File: src/rtl/serial_rx_pkg.sv
package serial_rx_pkg;

    localparam int unsigned MAX_DATA_BITS = 9;
    localparam int unsigned NB_W          = 4;
    localparam int unsigned PCT_W         = 7;
    localparam logic [PCT_W-1:0] PCT_FALLBACK = 7'd50;

    typedef enum logic [2:0] {
        PAR_NONE   = 3'd0,
        PAR_ODD    = 3'd1,
        PAR_EVEN   = 3'd2,
        PAR_ZERO   = 3'd3,
        PAR_ONE    = 3'd4,
        PAR_IGNORE = 3'd5
    } par_mode_e;

    typedef enum logic [2:0] {
        ST_HUNT,
        ST_START,
        ST_DATA,
        ST_PAR,
        ST_STOP
    } rx_state_e;

    typedef struct packed {
        logic [MAX_DATA_BITS-1:0] word;
        logic                     par_err;
        logic                     frm_err;
        logic                     ok;
    } rx_result_t;

    function automatic logic [PCT_W-1:0] eff_pct(input logic [PCT_W-1:0] pct);
        if (pct >= 7'd1 && pct <= 7'd99) return pct;
        return PCT_FALLBACK;
    endfunction

    function automatic logic [NB_W-1:0] eff_data_bits(input logic [NB_W-1:0] nb);
        if (nb < 4'd5) return 4'd5;
        if (nb > 4'd9) return 4'd9;
        return nb;
    endfunction

    function automatic logic [1:0] eff_stop_bits(input logic [1:0] ns);
        return (ns == 2'd3) ? 2'd2 : ns;
    endfunction

    function automatic par_mode_e decode_parity(input logic [2:0] raw);
        case (raw)
            3'd1:    return PAR_ODD;
            3'd2:    return PAR_EVEN;
            3'd3:    return PAR_ZERO;
            3'd4:    return PAR_ONE;
            3'd5:    return PAR_IGNORE;
            default: return PAR_NONE;
        endcase
    endfunction

    function automatic logic parity_pass(input par_mode_e mode,
                                         input logic [MAX_DATA_BITS-1:0] word,
                                         input logic pbit);
        case (mode)
            PAR_ODD:  return (^word ^ pbit) == 1'b1;
            PAR_EVEN: return (^word ^ pbit) == 1'b0;
            PAR_ZERO: return !pbit;
            PAR_ONE:  return pbit;
            default:  return 1'b1;
        endcase
    endfunction

endpackage

File: src/rtl/rx_line_sync.sv
module rx_line_sync #(
    parameter int unsigned STAGES = 2
) (
    input  logic clk,
    input  logic rst,
    input  logic line_i,
    input  logic invert_i,
    output logic level_o,
    output logic fall_o
);

    logic [STAGES-1:0] chain_q;
    logic              last_q;

    generate
        for (genvar g = 0; g < STAGES; g++) begin : g_stage
            if (g == 0) begin : g_first
                always_ff @(posedge clk) begin
                    if (rst) chain_q[g] <= 1'b1;
                    else     chain_q[g] <= line_i ^ invert_i;
                end
            end else begin : g_rest
                always_ff @(posedge clk) begin
                    if (rst) chain_q[g] <= 1'b1;
                    else     chain_q[g] <= chain_q[g-1];
                end
            end
        end
    endgenerate

    always_ff @(posedge clk) begin
        if (rst) last_q <= 1'b1;
        else     last_q <= chain_q[STAGES-1];
    end

    assign level_o = chain_q[STAGES-1];
    assign fall_o  = last_q & ~chain_q[STAGES-1];

endmodule

File: src/rtl/rx_bit_timer.sv
module rx_bit_timer
    import serial_rx_pkg::*;
#(
    parameter int unsigned CPB_W = 16
) (
    input  logic             clk,
    input  logic             rst,
    input  logic [CPB_W-1:0] cpb_i,
    input  logic [PCT_W-1:0] pct_i,
    input  logic             load_i,
    input  logic             run_i,
    output logic             tick_o
);

    localparam int unsigned PROD_W = CPB_W + PCT_W;

    logic [PROD_W-1:0] prod;
    logic [CPB_W-1:0]  offset;
    logic [CPB_W-1:0]  cnt_q;

    always_comb begin
        prod   = PROD_W'(cpb_i - 1'b1) * PROD_W'(eff_pct(pct_i));
        offset = CPB_W'(prod / PROD_W'(100));
    end

    always_ff @(posedge clk) begin
        if (rst) begin
            cnt_q <= '0;
        end else if (load_i) begin
            cnt_q <= offset;
        end else if (run_i) begin
            if (cnt_q == '0) cnt_q <= cpb_i - 1'b1;
            else             cnt_q <= cnt_q - 1'b1;
        end
    end

    assign tick_o = run_i && (cnt_q == '0);

    // the sample offset always lands inside the bit cell
    p_offset_in_cell_r3: assert property (@(posedge clk) disable iff (rst)
        (load_i && cpb_i >= CPB_W'(2)) |-> (offset < cpb_i));

endmodule

File: src/rtl/rx_frame_ctrl.sv
module rx_frame_ctrl
    import serial_rx_pkg::*;
(
    input  logic            clk,
    input  logic            rst,
    input  logic            level_i,
    input  logic            fall_i,
    input  logic            tick_i,
    input  logic [NB_W-1:0] nb_i,
    input  par_mode_e       par_mode_i,
    input  logic [1:0]      nstop_i,
    input  logic            msb_first_i,
    output logic            load_o,
    output logic            busy_o,
    output logic            done_o,
    output rx_result_t      result_o
);

    rx_state_e                state_q, state_n;
    logic [NB_W-1:0]          idx_q, idx_n;
    logic [MAX_DATA_BITS-1:0] word_q, word_n;
    logic                     perr_q, perr_n;
    logic                     ferr_q, ferr_n;
    logic                     finish, bad_start;
    logic                     done_q;
    rx_result_t               res_q;

    always_comb begin
        state_n   = state_q;
        idx_n     = idx_q;
        word_n    = word_q;
        perr_n    = perr_q;
        ferr_n    = ferr_q;
        finish    = 1'b0;
        bad_start = 1'b0;
        case (state_q)
            ST_HUNT: begin
                if (fall_i) state_n = ST_START;
            end
            ST_START: begin
                if (tick_i) begin
                    if (level_i) begin
                        bad_start = 1'b1;
                        state_n   = ST_HUNT;
                    end else begin
                        state_n = ST_DATA;
                        idx_n   = '0;
                        word_n  = '0;
                        perr_n  = 1'b0;
                        ferr_n  = 1'b0;
                    end
                end
            end
            ST_DATA: begin
                if (tick_i) begin
                    if (msb_first_i) word_n = {word_q[MAX_DATA_BITS-2:0], level_i};
                    else             word_n = word_q | (MAX_DATA_BITS'(level_i) << idx_q);
                    if (idx_q == nb_i - 1'b1) begin
                        idx_n = '0;
                        if (par_mode_i != PAR_NONE) state_n = ST_PAR;
                        else if (nstop_i != 2'd0)   state_n = ST_STOP;
                        else                        finish  = 1'b1;
                    end else begin
                        idx_n = idx_q + 1'b1;
                    end
                end
            end
            ST_PAR: begin
                if (tick_i) begin
                    perr_n = !parity_pass(par_mode_i, word_q, level_i);
                    idx_n  = '0;
                    if (nstop_i != 2'd0) state_n = ST_STOP;
                    else                 finish  = 1'b1;
                end
            end
            ST_STOP: begin
                if (tick_i) begin
                    if (!level_i) ferr_n = 1'b1;
                    if (idx_q == NB_W'(nstop_i - 2'd1)) finish = 1'b1;
                    else                               idx_n  = idx_q + 1'b1;
                end
            end
            default: state_n = ST_HUNT;
        endcase
        if (finish) state_n = ST_HUNT;
    end

    always_ff @(posedge clk) begin
        if (rst) begin
            state_q <= ST_HUNT;
            idx_q   <= '0;
            word_q  <= '0;
            perr_q  <= 1'b0;
            ferr_q  <= 1'b0;
            done_q  <= 1'b0;
            res_q   <= '0;
        end else begin
            state_q <= state_n;
            idx_q   <= idx_n;
            word_q  <= word_n;
            perr_q  <= perr_n;
            ferr_q  <= ferr_n;
            done_q  <= finish | bad_start;
            if (finish) begin
                res_q.word    <= word_n;
                res_q.par_err <= perr_n;
                res_q.frm_err <= ferr_n;
                res_q.ok      <= !(perr_n || ferr_n);
            end else if (bad_start) begin
                res_q.word    <= '0;
                res_q.par_err <= 1'b0;
                res_q.frm_err <= 1'b1;
                res_q.ok      <= 1'b0;
            end
        end
    end

    assign load_o   = (state_q == ST_HUNT) && fall_i;
    assign busy_o   = (state_q != ST_HUNT);
    assign done_o   = done_q;
    assign result_o = res_q;

    // completion strobe lasts a single cycle
    p_strobe_single_r11: assert property (@(posedge clk) disable iff (rst)
        done_o |=> !done_o);

    // a frame only opens after a detected falling edge
    p_open_on_fall_r2: assert property (@(posedge clk) disable iff (rst)
        $rose(busy_o) |-> $past(fall_i));

    // bits above the configured width stay clear
    p_upper_zero_r6: assert property (@(posedge clk) disable iff (rst)
        done_o |-> ((result_o.word >> nb_i) == '0));

    // unchecked parity modes never report a parity error
    p_unchecked_parity_r8: assert property (@(posedge clk) disable iff (rst)
        (done_o && (par_mode_i == PAR_NONE || par_mode_i == PAR_IGNORE)) |-> !result_o.par_err);

    // a high start sample yields an errored strobe on the next cycle
    p_bad_start_r5: assert property (@(posedge clk) disable iff (rst)
        (state_q == ST_START && tick_i && level_i) |=>
            (done_o && result_o.frm_err && !result_o.ok && result_o.word == '0));

endmodule

File: src/rtl/serial_frame_rx.sv
module serial_frame_rx
    import serial_rx_pkg::*;
#(
    parameter int unsigned CPB_W       = 16,
    parameter int unsigned SYNC_STAGES = 2
) (
    input  logic                     clk,
    input  logic                     rst,
    input  logic                     rx_line_i,
    input  logic [CPB_W-1:0]         cfg_clks_per_bit_i,
    input  logic [NB_W-1:0]          cfg_data_bits_i,
    input  logic [2:0]               cfg_parity_i,
    input  logic [1:0]               cfg_stop_bits_i,
    input  logic                     cfg_msb_first_i,
    input  logic                     cfg_invert_i,
    input  logic [PCT_W-1:0]         cfg_sample_pct_i,
    output logic [MAX_DATA_BITS-1:0] frame_data_o,
    output logic                     frame_par_err_o,
    output logic                     frame_frm_err_o,
    output logic                     frame_ok_o,
    output logic                     frame_done_o
);

    logic       level, fall, tick, load, busy;
    rx_result_t result;

    rx_line_sync #(.STAGES(SYNC_STAGES)) sync_i (
        .clk      (clk),
        .rst      (rst),
        .line_i   (rx_line_i),
        .invert_i (cfg_invert_i),
        .level_o  (level),
        .fall_o   (fall)
    );

    rx_bit_timer #(.CPB_W(CPB_W)) timer_i (
        .clk    (clk),
        .rst    (rst),
        .cpb_i  (cfg_clks_per_bit_i),
        .pct_i  (cfg_sample_pct_i),
        .load_i (load),
        .run_i  (busy),
        .tick_o (tick)
    );

    rx_frame_ctrl ctrl_i (
        .clk         (clk),
        .rst         (rst),
        .level_i     (level),
        .fall_i      (fall),
        .tick_i      (tick),
        .nb_i        (eff_data_bits(cfg_data_bits_i)),
        .par_mode_i  (decode_parity(cfg_parity_i)),
        .nstop_i     (eff_stop_bits(cfg_stop_bits_i)),
        .msb_first_i (cfg_msb_first_i),
        .load_o      (load),
        .busy_o      (busy),
        .done_o      (frame_done_o),
        .result_o    (result)
    );

    assign frame_data_o    = result.word;
    assign frame_par_err_o = result.par_err;
    assign frame_frm_err_o = result.frm_err;
    assign frame_ok_o      = result.ok;

endmodule

File: config.mk
export PLATFORM = sky130hd
export DESIGN_NAME = serial_frame_rx
export DESIGN_NICKNAME = d
export VERILOG_FILES = /design/src/rtl/serial_rx_pkg.sv /design/src/rtl/rx_line_sync.sv /design/src/rtl/rx_bit_timer.sv /design/src/rtl/rx_frame_ctrl.sv /design/src/rtl/serial_frame_rx.sv
export SDC_FILE = /design/constraint.sdc
export NUM_CORES = 1
export LEC_CHECK = 0
export ABC_AREA = 1
export BUFFER_PORTS_ARGS = -buffer_cell sky130_fd_sc_hd__buf_2
export CAP_MARGIN = 25
export CORE_UTILIZATION = 40
export DETAILED_ROUTE_END_ITERATION = 10
export GPL_ROUTABILITY_DRIVEN = 0
export MAX_ROUTING_LAYER = met4
export PLACE_DENSITY = 0.56
export RECOVER_POWER = 100
export SLEW_MARGIN = 25
export SYNTH_ARGS = -nofsm -noshare
export SYNTH_HDL_FRONTEND = slang
export SYNTH_SLANG_ARGS = --single-unit
File: constraint.sdc
create_clock -name clk -period 25.7 [get_ports clk]
set_input_delay 5.14 -clock clk [delete_from_list [all_inputs] [get_ports clk]]
set_output_delay 5.14 -clock clk [all_outputs]
set_load 0.05 [all_outputs]
==> flow_metrics.tcl <==
set metrics [dict create \
    yosysUniqueCellTypes 58 \
    hold_buffers 0 \
    cp_common_cell "nand2_1" \
    dp_slack_ps 7221 \
    synthXorXnorAreaFrac_pct 4.152 \
    max_slew_margin_pct 4.021 \
    clock_latency_ps 310 \
    hold_path.class "flop to flop" \
    required_ps 25900 \
    fin_crit_sh_pct 75.29 \
    critPathMaxStageDelay_ps 530 \
    initialDrtViolationCount 552 \
    synthTopCellsByCount "nand2_1 (314), inv_1 (296), nor2_1 (192)" \
    path_clk_slew_ps 80 \
    die_h_um 163.0 \
    synth_top_family_by_area "simple AND/OR/NAND/NOR gates" \
    worstMarginPinSlew_ps 1440 \
    criticalPathCategory "primary input to flop" \
    synth_fa_ha_area_share_pct 20.64 \
    htreeDepth 2 \
    synth_area_leader_cell "fa_1" \
    ys_seq_elements 50 \
    viasPerCell 4.989 \
    max_freq_mhz 51.68 \
    path_max_fanout 7 \
    synthArstFlopShare_pct 0 \
    port_buffers 49 \
    setup_slack_ps 6351 \
    cts_max_path_buffers 2 \
    synthSimpleGateAreaFrac_pct 41.92 \
    grt_pass1_vias 9493 \
    hold_path_depth 1 \
    yosys-top-cells-area "fa_1 (16%), nand2_1 (11%), inv_1 (11%)" \
    first_pass_iters 5 \
    cp_data_arrival_time_ps 19550 \
    r2r-end "ctrl_i.idx_q[3]$_SDFFE_PP0P_" \
    grt_start_max_net_pins 28 \
    dp_hpwl_um 22900 \
    synth.most_common_cell "nand2_1" \
    antenna_found_initial 1 \
    period_minus_slack_ps 19350 \
    cts_tree "done" \
    avgSynthCellArea_sq_um 6.423 \
    setup_viol 0 \
    die_area_sq_um 26560 \
    wl_um 26920 \
    synth_nets 1771 \
    overflow 0 \
    timing.rr.start "timer_i.cnt_q[3]$_SDFFE_PP0P_" \
    rsz0062_at_grt "false" \
    cp-end-kind "flop" \
    drive_gt1_share_pct 14.85 \
    nets 1813 \
    grt_use_total_pct 21.90 \
    synth.top_cell.area_share_pct 16.42 \
    area_growth_pct 6.385 \
    synth_edf_count 0 \
    drc_errors 0 \
    num_rows 58 \
    min_to "sync_i.level_o$_SDFF_PP1_" \
    syn_area_sq_um 10370 \
    setup_tns_ps 0 \
    ys.flop_type "dfxtp_1" \
    core_sq_um 25330 \
    hold_viol_final 0 \
    startpoint_type "primary input" \
    start_util_pct 40.93 \
    grt_pass1_wl_um 45910 \
    ios 50 \
    cts_sinks 50 \
    numCtsBuffers 5 \
    status "complete, no violations" \
    final_antenna_net_count 0 \
    synthCells 1614 \
    synthMuxAreaShare_pct 0 \
    slew_viol_final 0 \
    die_width_um 163.0 \
    clock_skew_ps 7.914 \
    cap_violations 0 \
    yosysSeqAreaShare_pct 9.656 \
    ys_warn_count 0 \
    post-route-util_pct 43.54 \
    cp_slowest_cell "fa_1" \
    cts_setup_buffers 0 \
    synth_compound_area_share_pct 10.94 \
    cts_resized 0 \
    post_drt_wl_per_cell_um 13.54 \
    ff2ff_path_depth 9 \
    cts_root_buf "clkbuf_16" \
    hp-start "sync_i.chain_q[0]$_SDFF_PP1_" \
    reg2reg_slack_ps 22030 \
    via_count 9918 \
]
==> critical path, delay by kind of cell <==
| family | cells | cell delay (ps) |
|---|---|---|
| and+or+nand+nor | 90 | 10820 |
| adders and majority gates | 5 | 2390 |
| buffers and inverters | 8 | 730 |
| xor gates and xnor gates | 1 | 470 |
==> logic make-up after synthesis <==
logic type,count (synthesis)
flops,50
fa+ha+maj,120
xor+xnor,47
buf+inv,344
simple gates,861
compound gates,192
==> state kept, by name (all words and copies together), names as in the netlist, 3 cells and up <==
name             cells
timer_i.cnt_q       16
ctrl_i.result_o     12
ctrl_i.word_q        9
ctrl_i.idx_q         4
ctrl_i.state_q       3
==> layout by cell type (no fill, tap or decap), types with 6 or more instances in the layout <==
cell type / n
nand2_1: 328
inv_1: 297
nor2_1: 192
nand3_1: 119
fa_1: 85
nand2_2: 78
a21oi_1: 68
o21ai_0: 50
dfxtp_1: 50
ha_1: 35
buf_2: 34
xor2_1: 32
inv_2: 22
nand2_4: 22
nor2_2: 21
nand4_1: 20
nor3_1: 18
o21ai_1: 17
nand3_2: 15
clkbuf_1: 15
xnor2_1: 14
nand4_2: 12
nor2_4: 10
o31ai_1: 10
o211ai_1: 10
clkinv_1: 6
or2_2: 6
==> final cells by class <==
class,count,area (sq um)
multi-input combinational,1220,7974
antenna,1,2.502
fill,2720,14300
tap,330,412.9
inverter,327,1235
clock buffer,5,125.1
sequential,50,1001
timing repair buffer,52,249.0
clock inverter,3,28.78
==> layer usage <==
layer	wire length (um)	global-route usage, %
met5	0	-
met4	188	3.186
met3	1188	1.732
met2	12320	36.00
met1	13230	29.84
==> worst max path at each step <==
| stage | start | to | slack (ps) |
|---|---|---|---|
| after floorplan | cfg_clks_per_bit_i[0] | timer_i.cnt_q[0]$_SDFFE_PP0P_ | 9200 |
| after global placement | cfg_clks_per_bit_i[0] | timer_i.cnt_q[0]$_SDFFE_PP0P_ | 7460 |
| after detailed placement | cfg_clks_per_bit_i[0] | timer_i.cnt_q[0]$_SDFFE_PP0P_ | 7220 |
| after CTS | cfg_clks_per_bit_i[0] | timer_i.cnt_q[0]$_SDFFE_PP0P_ | 7500 |
| after global routing | cfg_clks_per_bit_i[0] | timer_i.cnt_q[0]$_SDFFE_PP0P_ | 4940 |
| final | cfg_clks_per_bit_i[0] | timer_i.cnt_q[0]$_SDFFE_PP0P_ | 6350 |
==> through the flow <==
| step | area, sq um | hold slack (ps) | cells |
|---|---|---|---|
| finish | 11030 | 415.9 | 1988 |
| global route | 11030 | 434.4 | 1988 |
| CTS | 11120 | 416.5 | 1987 |
| detailed placement | 10970 | 403.7 | 1979 |
| global placement | 10970 | 406.8 | 1979 |
| floorplan | 10370 | 389.5 | 1614 |
Power is not shown: default switching activity piles up to over one toggle a cycle in this logic, so the estimate is an artifact.
